==> src/rtl/tmr_pkg.sv <==
package tmr_pkg;
  localparam int unsigned DATA_W = 32;

  localparam logic [2:0] A_CTRL  = 3'd0;
  localparam logic [2:0] A_IEN   = 3'd1;
  localparam logic [2:0] A_STAT  = 3'd2;
  localparam logic [2:0] A_EVGEN = 3'd3;
  localparam logic [2:0] A_COUNT = 3'd4;
  localparam logic [2:0] A_PRESC = 3'd5;
  localparam logic [2:0] A_RELD  = 3'd6;

  typedef struct packed {
    logic       flag_mirror;
    logic [1:0] samp_div;
    logic       reload_buf;
    logic       one_shot;
    logic       ovf_only;
    logic       upd_off;
    logic       run;
  } ctrl_t;
endpackage

==> src/rtl/tmr_regs.sv <==
module tmr_regs
  import tmr_pkg::*;
#(
  parameter int unsigned CNT_W = 16
) (
  input  logic              clk_i,
  input  logic              rst_ni,
  input  logic              wr_en_i,
  input  logic [2:0]        addr_i,
  input  logic [DATA_W-1:0] wdata_i,
  output logic [DATA_W-1:0] rdata_o,
  input  logic [CNT_W-1:0]  cnt_i,
  input  logic              run_clr_i,
  input  logic              flag_set_i,
  output ctrl_t             ctrl_o,
  output logic              irq_en_o,
  output logic              flag_o,
  output logic [CNT_W-1:0]  psc_pre_o,
  output logic [CNT_W-1:0]  arr_pre_o,
  output logic              ug_o,
  output logic              cnt_wr_o
);
  localparam int unsigned PAD_W = DATA_W - CNT_W - 1;

  ctrl_t            ctrl_q;
  logic             ien_q, flag_q;
  logic [CNT_W-1:0] psc_q, arr_q;

  logic wr_ctrl, wr_ien, wr_stat, wr_psc, wr_arr;
  assign wr_ctrl  = wr_en_i && (addr_i == A_CTRL);
  assign wr_ien   = wr_en_i && (addr_i == A_IEN);
  assign wr_stat  = wr_en_i && (addr_i == A_STAT);
  assign wr_psc   = wr_en_i && (addr_i == A_PRESC);
  assign wr_arr   = wr_en_i && (addr_i == A_RELD);
  assign ug_o     = wr_en_i && (addr_i == A_EVGEN) && wdata_i[0];
  assign cnt_wr_o = wr_en_i && (addr_i == A_COUNT);

  always_ff @(posedge clk_i or negedge rst_ni) begin
    if (!rst_ni) begin
      ctrl_q <= '0;
      ien_q  <= 1'b0;
      flag_q <= 1'b0;
      psc_q  <= '0;
      arr_q  <= '1;
    end else begin
      if (wr_ctrl) ctrl_q <= ctrl_t'(wdata_i[7:0]);
      if (run_clr_i) ctrl_q.run <= 1'b0;   // hw stop wins
      if (wr_ien) ien_q <= wdata_i[0];
      if (flag_set_i) flag_q <= 1'b1;
      else if (wr_stat && !wdata_i[0]) flag_q <= 1'b0;
      if (wr_psc) psc_q <= wdata_i[CNT_W-1:0];
      if (wr_arr) arr_q <= wdata_i[CNT_W-1:0];
    end
  end

  always_comb begin
    rdata_o = '0;
    unique case (addr_i)
      A_CTRL:  rdata_o = {{(DATA_W-8){1'b0}}, ctrl_q};
      A_IEN:   rdata_o = {{(DATA_W-1){1'b0}}, ien_q};
      A_STAT:  rdata_o = {{(DATA_W-1){1'b0}}, flag_q};
      A_COUNT: rdata_o = {ctrl_q.flag_mirror & flag_q, {PAD_W{1'b0}}, cnt_i};
      A_PRESC: rdata_o = {{(DATA_W-CNT_W){1'b0}}, psc_q};
      A_RELD:  rdata_o = {{(DATA_W-CNT_W){1'b0}}, arr_q};
      default: rdata_o = '0;
    endcase
  end

  assign ctrl_o    = ctrl_q;
  assign irq_en_o  = ien_q;
  assign flag_o    = flag_q;
  assign psc_pre_o = psc_q;
  assign arr_pre_o = arr_q;
endmodule

==> src/rtl/tmr_core.sv <==
module tmr_core #(
  parameter int unsigned CNT_W = 16
) (
  input  logic             clk_i,
  input  logic             rst_ni,
  input  logic             run_i,
  input  logic             upd_off_i,
  input  logic             ovf_only_i,
  input  logic             one_shot_i,
  input  logic             reload_buf_i,
  input  logic [CNT_W-1:0] psc_pre_i,
  input  logic [CNT_W-1:0] arr_pre_i,
  input  logic             ug_i,
  input  logic             cnt_wr_i,
  input  logic [CNT_W-1:0] cnt_wdata_i,
  output logic [CNT_W-1:0] cnt_o,
  output logic [CNT_W-1:0] psc_act_o,
  output logic             ovf_o,
  output logic             uev_o,
  output logic             flag_set_o,
  output logic             run_clr_o
);
  logic [CNT_W-1:0] psc_cnt_q, psc_act_q, arr_sh_q, cnt_q, arr_eff;
  logic             tick;

  assign arr_eff    = reload_buf_i ? arr_sh_q : arr_pre_i;
  assign tick       = run_i && (psc_cnt_q == psc_act_q);
  assign ovf_o      = tick && (cnt_q == arr_eff);
  assign uev_o      = !upd_off_i && (ovf_o || ug_i);
  assign flag_set_o = !upd_off_i && (ovf_o || (ug_i && !ovf_only_i));
  assign run_clr_o  = one_shot_i && uev_o;

  always_ff @(posedge clk_i or negedge rst_ni) begin
    if (!rst_ni) begin
      psc_cnt_q <= '0;
      cnt_q     <= '0;
    end else begin
      if (ug_i)       psc_cnt_q <= '0;
      else if (tick)  psc_cnt_q <= '0;
      else if (run_i) psc_cnt_q <= psc_cnt_q + 1'b1;

      if (ug_i)          cnt_q <= '0;
      else if (cnt_wr_i) cnt_q <= cnt_wdata_i;
      else if (tick)     cnt_q <= ovf_o ? '0 : cnt_q + 1'b1;
    end
  end

  always_ff @(posedge clk_i or negedge rst_ni) begin
    if (!rst_ni) begin
      psc_act_q <= '0;
      arr_sh_q  <= '1;
    end else if (uev_o) begin
      psc_act_q <= psc_pre_i;
      arr_sh_q  <= arr_pre_i;
    end
  end

  assign cnt_o     = cnt_q;
  assign psc_act_o = psc_act_q;
endmodule

==> src/rtl/tmr_samp_div.sv <==
module tmr_samp_div #(
  parameter int unsigned CODE_W = 2
) (
  input  logic              clk_i,
  input  logic              rst_ni,
  input  logic [CODE_W-1:0] code_i,
  output logic              en_o
);
  localparam int unsigned DIV_W = 2;

  logic [DIV_W-1:0] div_q;

  always_ff @(posedge clk_i or negedge rst_ni) begin
    if (!rst_ni) div_q <= '0;
    else         div_q <= div_q + 1'b1;
  end

  always_comb begin
    unique case (code_i)
      2'd1:    en_o = div_q[0];
      2'd2:    en_o = &div_q;
      default: en_o = 1'b1;  // 0 and reserved 3
    endcase
  end
endmodule

==> src/rtl/upd_timer.sv <==
module upd_timer
  import tmr_pkg::*;
#(
  parameter int unsigned CNT_W = 16
) (
  input  logic              clk_i,
  input  logic              rst_ni,
  input  logic              wr_en_i,
  input  logic [2:0]        addr_i,
  input  logic [DATA_W-1:0] wdata_i,
  output logic [DATA_W-1:0] rdata_o,
  output logic              irq_o,
  output logic              samp_en_o
);
  ctrl_t            ctrl;
  logic             irq_en, flag, ug, cnt_wr, ovf, uev, flag_set, run_clr;
  logic [CNT_W-1:0] psc_pre, arr_pre, cnt_val, psc_act;

  tmr_regs #(.CNT_W(CNT_W)) u_regs (
    .clk_i, .rst_ni, .wr_en_i, .addr_i, .wdata_i, .rdata_o,
    .cnt_i(cnt_val), .run_clr_i(run_clr), .flag_set_i(flag_set),
    .ctrl_o(ctrl), .irq_en_o(irq_en), .flag_o(flag),
    .psc_pre_o(psc_pre), .arr_pre_o(arr_pre), .ug_o(ug), .cnt_wr_o(cnt_wr)
  );

  tmr_core #(.CNT_W(CNT_W)) u_core (
    .clk_i, .rst_ni,
    .run_i(ctrl.run), .upd_off_i(ctrl.upd_off), .ovf_only_i(ctrl.ovf_only),
    .one_shot_i(ctrl.one_shot), .reload_buf_i(ctrl.reload_buf),
    .psc_pre_i(psc_pre), .arr_pre_i(arr_pre), .ug_i(ug), .cnt_wr_i(cnt_wr),
    .cnt_wdata_i(wdata_i[CNT_W-1:0]),
    .cnt_o(cnt_val), .psc_act_o(psc_act), .ovf_o(ovf), .uev_o(uev),
    .flag_set_o(flag_set), .run_clr_o(run_clr)
  );

  tmr_samp_div #(.CODE_W(2)) u_samp (
    .clk_i, .rst_ni, .code_i(ctrl.samp_div), .en_o(samp_en_o)
  );

  assign irq_o = flag & irq_en;
endmodule

==> config.mk <==
export PLATFORM = sky130hd
export DESIGN_NAME = upd_timer
export DESIGN_NICKNAME = d
export VERILOG_FILES = /design/src/rtl/tmr_pkg.sv /design/src/rtl/tmr_regs.sv /design/src/rtl/tmr_core.sv /design/src/rtl/tmr_samp_div.sv /design/src/rtl/upd_timer.sv
export SDC_FILE = /design/constraint.sdc
export NUM_CORES = 1
export LEC_CHECK = 0
export ABC_CLOCK_PERIOD_IN_PS = 3300
export CORE_MARGIN = 10
export CORE_UTILIZATION = 31
export DETAILED_ROUTE_END_ITERATION = 8
export GPL_TIMING_DRIVEN = 0
export SLEW_MARGIN = 10
export SYNTH_ARGS = -nofsm -noshare
export SYNTH_HDL_FRONTEND = slang
export SYNTH_HIERARCHICAL = 1
export SYNTH_SLANG_ARGS = --single-unit
export TNS_END_PERCENT = 5
==> constraint.sdc <==
create_clock -name clk_i -period 3.3 [get_ports clk_i]
set_clock_uncertainty 0.2 [all_clocks]
set_input_delay 0.33 -clock clk_i [delete_from_list [all_inputs] [get_ports clk_i]]
set_output_delay 0.33 -clock clk_i [all_outputs]
set_load 0.1 [all_outputs]
==> impl_metrics.json <==
{
  "cp.arrival_ns": 2.97,
  "antenna_cells": 0,
  "layout_common_cells": "dfrtp_1, inv_1, nand2_1",
  "holdWs_ns": 0.238,
  "num_rows": 55,
  "cts.reportedPaths.clkPinSlew_ns": 0.07,
  "drt_pre_antenna_iters": 5,
  "clock_latency_ns": 0.36,
  "setup_viol": 3,
  "synth_cells": 692,
  "violations": "negative setup slack",
  "vias": 5807,
  "ant_nets": 0,
  "fp.dieArea_um2": 29200,
  "p_leak_nw": 3.24,
  "cp_max_fo": 10,
  "route.detailed.drc": 0,
  "clockBufferDepth": 2,
  "synth_area_per_cell_um2": 10.2,
  "grt_usage_pct": 15.3,
  "wl_per_cell_um": 21.0,
  "drt_iter0_drc": 487,
  "start_util_pct": 31.4,
  "grt_setup_unrepaired": "true",
  "worst_ir_drop_vdd_v": 0.000315,
  "dpl_cell_area_um2": 7880,
  "gp_congestion": 0.907,
  "grt_max_degree": 75,
  "grt_pass1_wl_um": 34300,
  "fmax_ghz": 0.286,
  "final_max_slew_viol_count": 0,
  "layout_setup_ws_ns": -0.200,
  "fin_area_um2": 8200,
  "postLayoutCoreUtil_pct": 36.4,
  "htree_levels": 3,
  "dieHeight_um": 171,
  "pwr-share-seq_pct": 41.1,
  "finalCritPeriodShare_pct": 106,
  "slew_headroom_pct": 35.1,
  "cts_tree": "built",
  "synth_warnings": 6,
  "io_pins": 72,
  "worst_pin_slew_ns": 0.970,
  "port_buffers": 38,
  "layout-drive-gt1-share_pct": 25.6,
  "final_cells": 1047,
  "post-cts-setup-buffers": 0,
  "area_growth_pct": 16.1,
  "start_kind": "input pin",
  "crit_path_end_kind": "primary output",
  "hp-class": "input pin to asynchronous set/reset pin",
  "grt_pass1_vias": 5833,
  "nNetsFinal": 800,
  "antenna_found_initial": 0,
  "critPathSlowestCell": "clkdlybuf4s15_1",
  "worstPathCellList": "clkdlybuf4s50_1 > buf_6 > buf_2 > nor2_1 > nand2_1 > a31oi_1 > clkdlybuf4s15_1",
  "synth_area_um2": 7060,
  "power_frac_comb_pct": 32.7,
  "dp.cells": 1030,
  "fp.coreArea_um2": 22500,
  "crit_required_ns": 2.77,
  "tns_ns": -0.404,
  "layout_min_cycle_time_ns": 3.50,
  "grt-ovfl-total": 0,
  "worst-setup-path-type": "input pin to primary output",
  "layout_commonest_cell": "dfrtp_1",
  "dieWidth_um": 171,
  "cap_violations": 0,
  "p_int_w": 0.00287,
  "power.density_nw_per_um2": 565,
  "hpwl_um": 16000,
  "numCtsBuffers": 9,
  "slowest_delay_ns": 0.87,
  "clock-sinks": 108,
  "netSwitchingFraction_pct": 38.2,
  "hold_violations": 0,
  "via_per_inst": 5.55,
  "power_switching_w": 0.00177,
  "status": "finished with violations",
  "clkPwrFrac_pct": 26.1,
  "root_buffer": "clkbuf_16",
  "wl_um": 22000
}
## power groups by stage
| stage | Combinational, W | Clock (W) | Sequential (W) |
|---|---|---|---|
| after floorplan | 0.00120 | 0 | 0.00180 |
| after global placement | 0.00150 | 0 | 0.00192 |
| after detailed placement | 0.00152 | 0 | 0.00192 |
| after CTS | 0.00152 | 0.00125 | 0.00190 |
| after global routing | 0.00164 | 0.00130 | 0.00194 |
| final | 0.00152 | 0.00121 | 0.00191 |
## final timing paths
| kind | slack [ns] | to | cells after the start | start |
|---|---|---|---|---|
| max | -0.20 | rdata_o[7] | 7 | addr_i[1] |
| min | 0.24 | u_core/psc_cnt_q[7] | 2 | rst_ni |
| min in group clk_i | 0.24 | u_regs/ctrl_o[0] | 4 | addr_i[2] |
| max in group asynchronous | 1.94 | u_core/arr_sh_q[7] | 3 | rst_ni |
| max reg2reg | 0.27 | u_core/cnt_o[5] | 9 | u_regs/ctrl_o[4] |
| min reg2reg | 0.25 | u_samp/div_q[0] | 1 | u_samp/div_q[0] |
## state kept, by name, indices dropped and copies added, names as in the netlist
name	cells
u_regs/flag_o	1
u_core/psc_act_o	16
u_regs/arr_pre_o	16
u_core/psc_cnt_q	16
u_core/cnt_o	16
u_regs/irq_en_o	1
u_regs/psc_pre_o	16
u_regs/ctrl_o	8
u_samp/div_q	2
u_core/arr_sh_q	16
## final cells by class
cell class	instances	area, um^2
inverters	43	161
plain buffers	66	389
well taps	285	357
repair buffers	40	403
multi-input cells	489	3820
flip-flops and latches	108	2740
clock inverters	5	73.8
fillers	2248	14300
clock buffers	11	253
## what timing repair did
item                                   in CTS  in global routing
resized for setup                          46                  7
setup endpoints to repair                  17                  8
hold buffers                                1                  0
endpoints found under the hold margin      34                  0
cloned                                      0                  0
## per-layer routing
| metal | part of all wire [%] | GRT usage (%) | vias to the layer above |
|---|---|---|---|
| li1 | - | - | 2654 |
| met1 | 45 | 20.6 | 2869 |
| met2 | 44 | 22.8 | 249 |
| met3 | 7.5 | 4.08 | 35 |
| met4 | 3.1 | 5.71 | 0 |
| met5 | 0 | 0 | - |
## through the flow
stage	setup slack, ns	power, W
after floorplan	-0.411	0.00300
after global placement	-2.73	0.00342
after detailed placement	-0.486	0.00344
after CTS	-0.175	0.00467
after global routing	-0.313	0.00487
final	-0.200	0.00464
## worst max-delay path: cells and delay by family
family / cells / cell delay [ns]
buffers and inverters: 4 / 1.94
and+or+nand+nor: 2 / 0.44
AOI/OAI and AO/OA: 1 / 0.25
(Power assumes the default switching activity.)
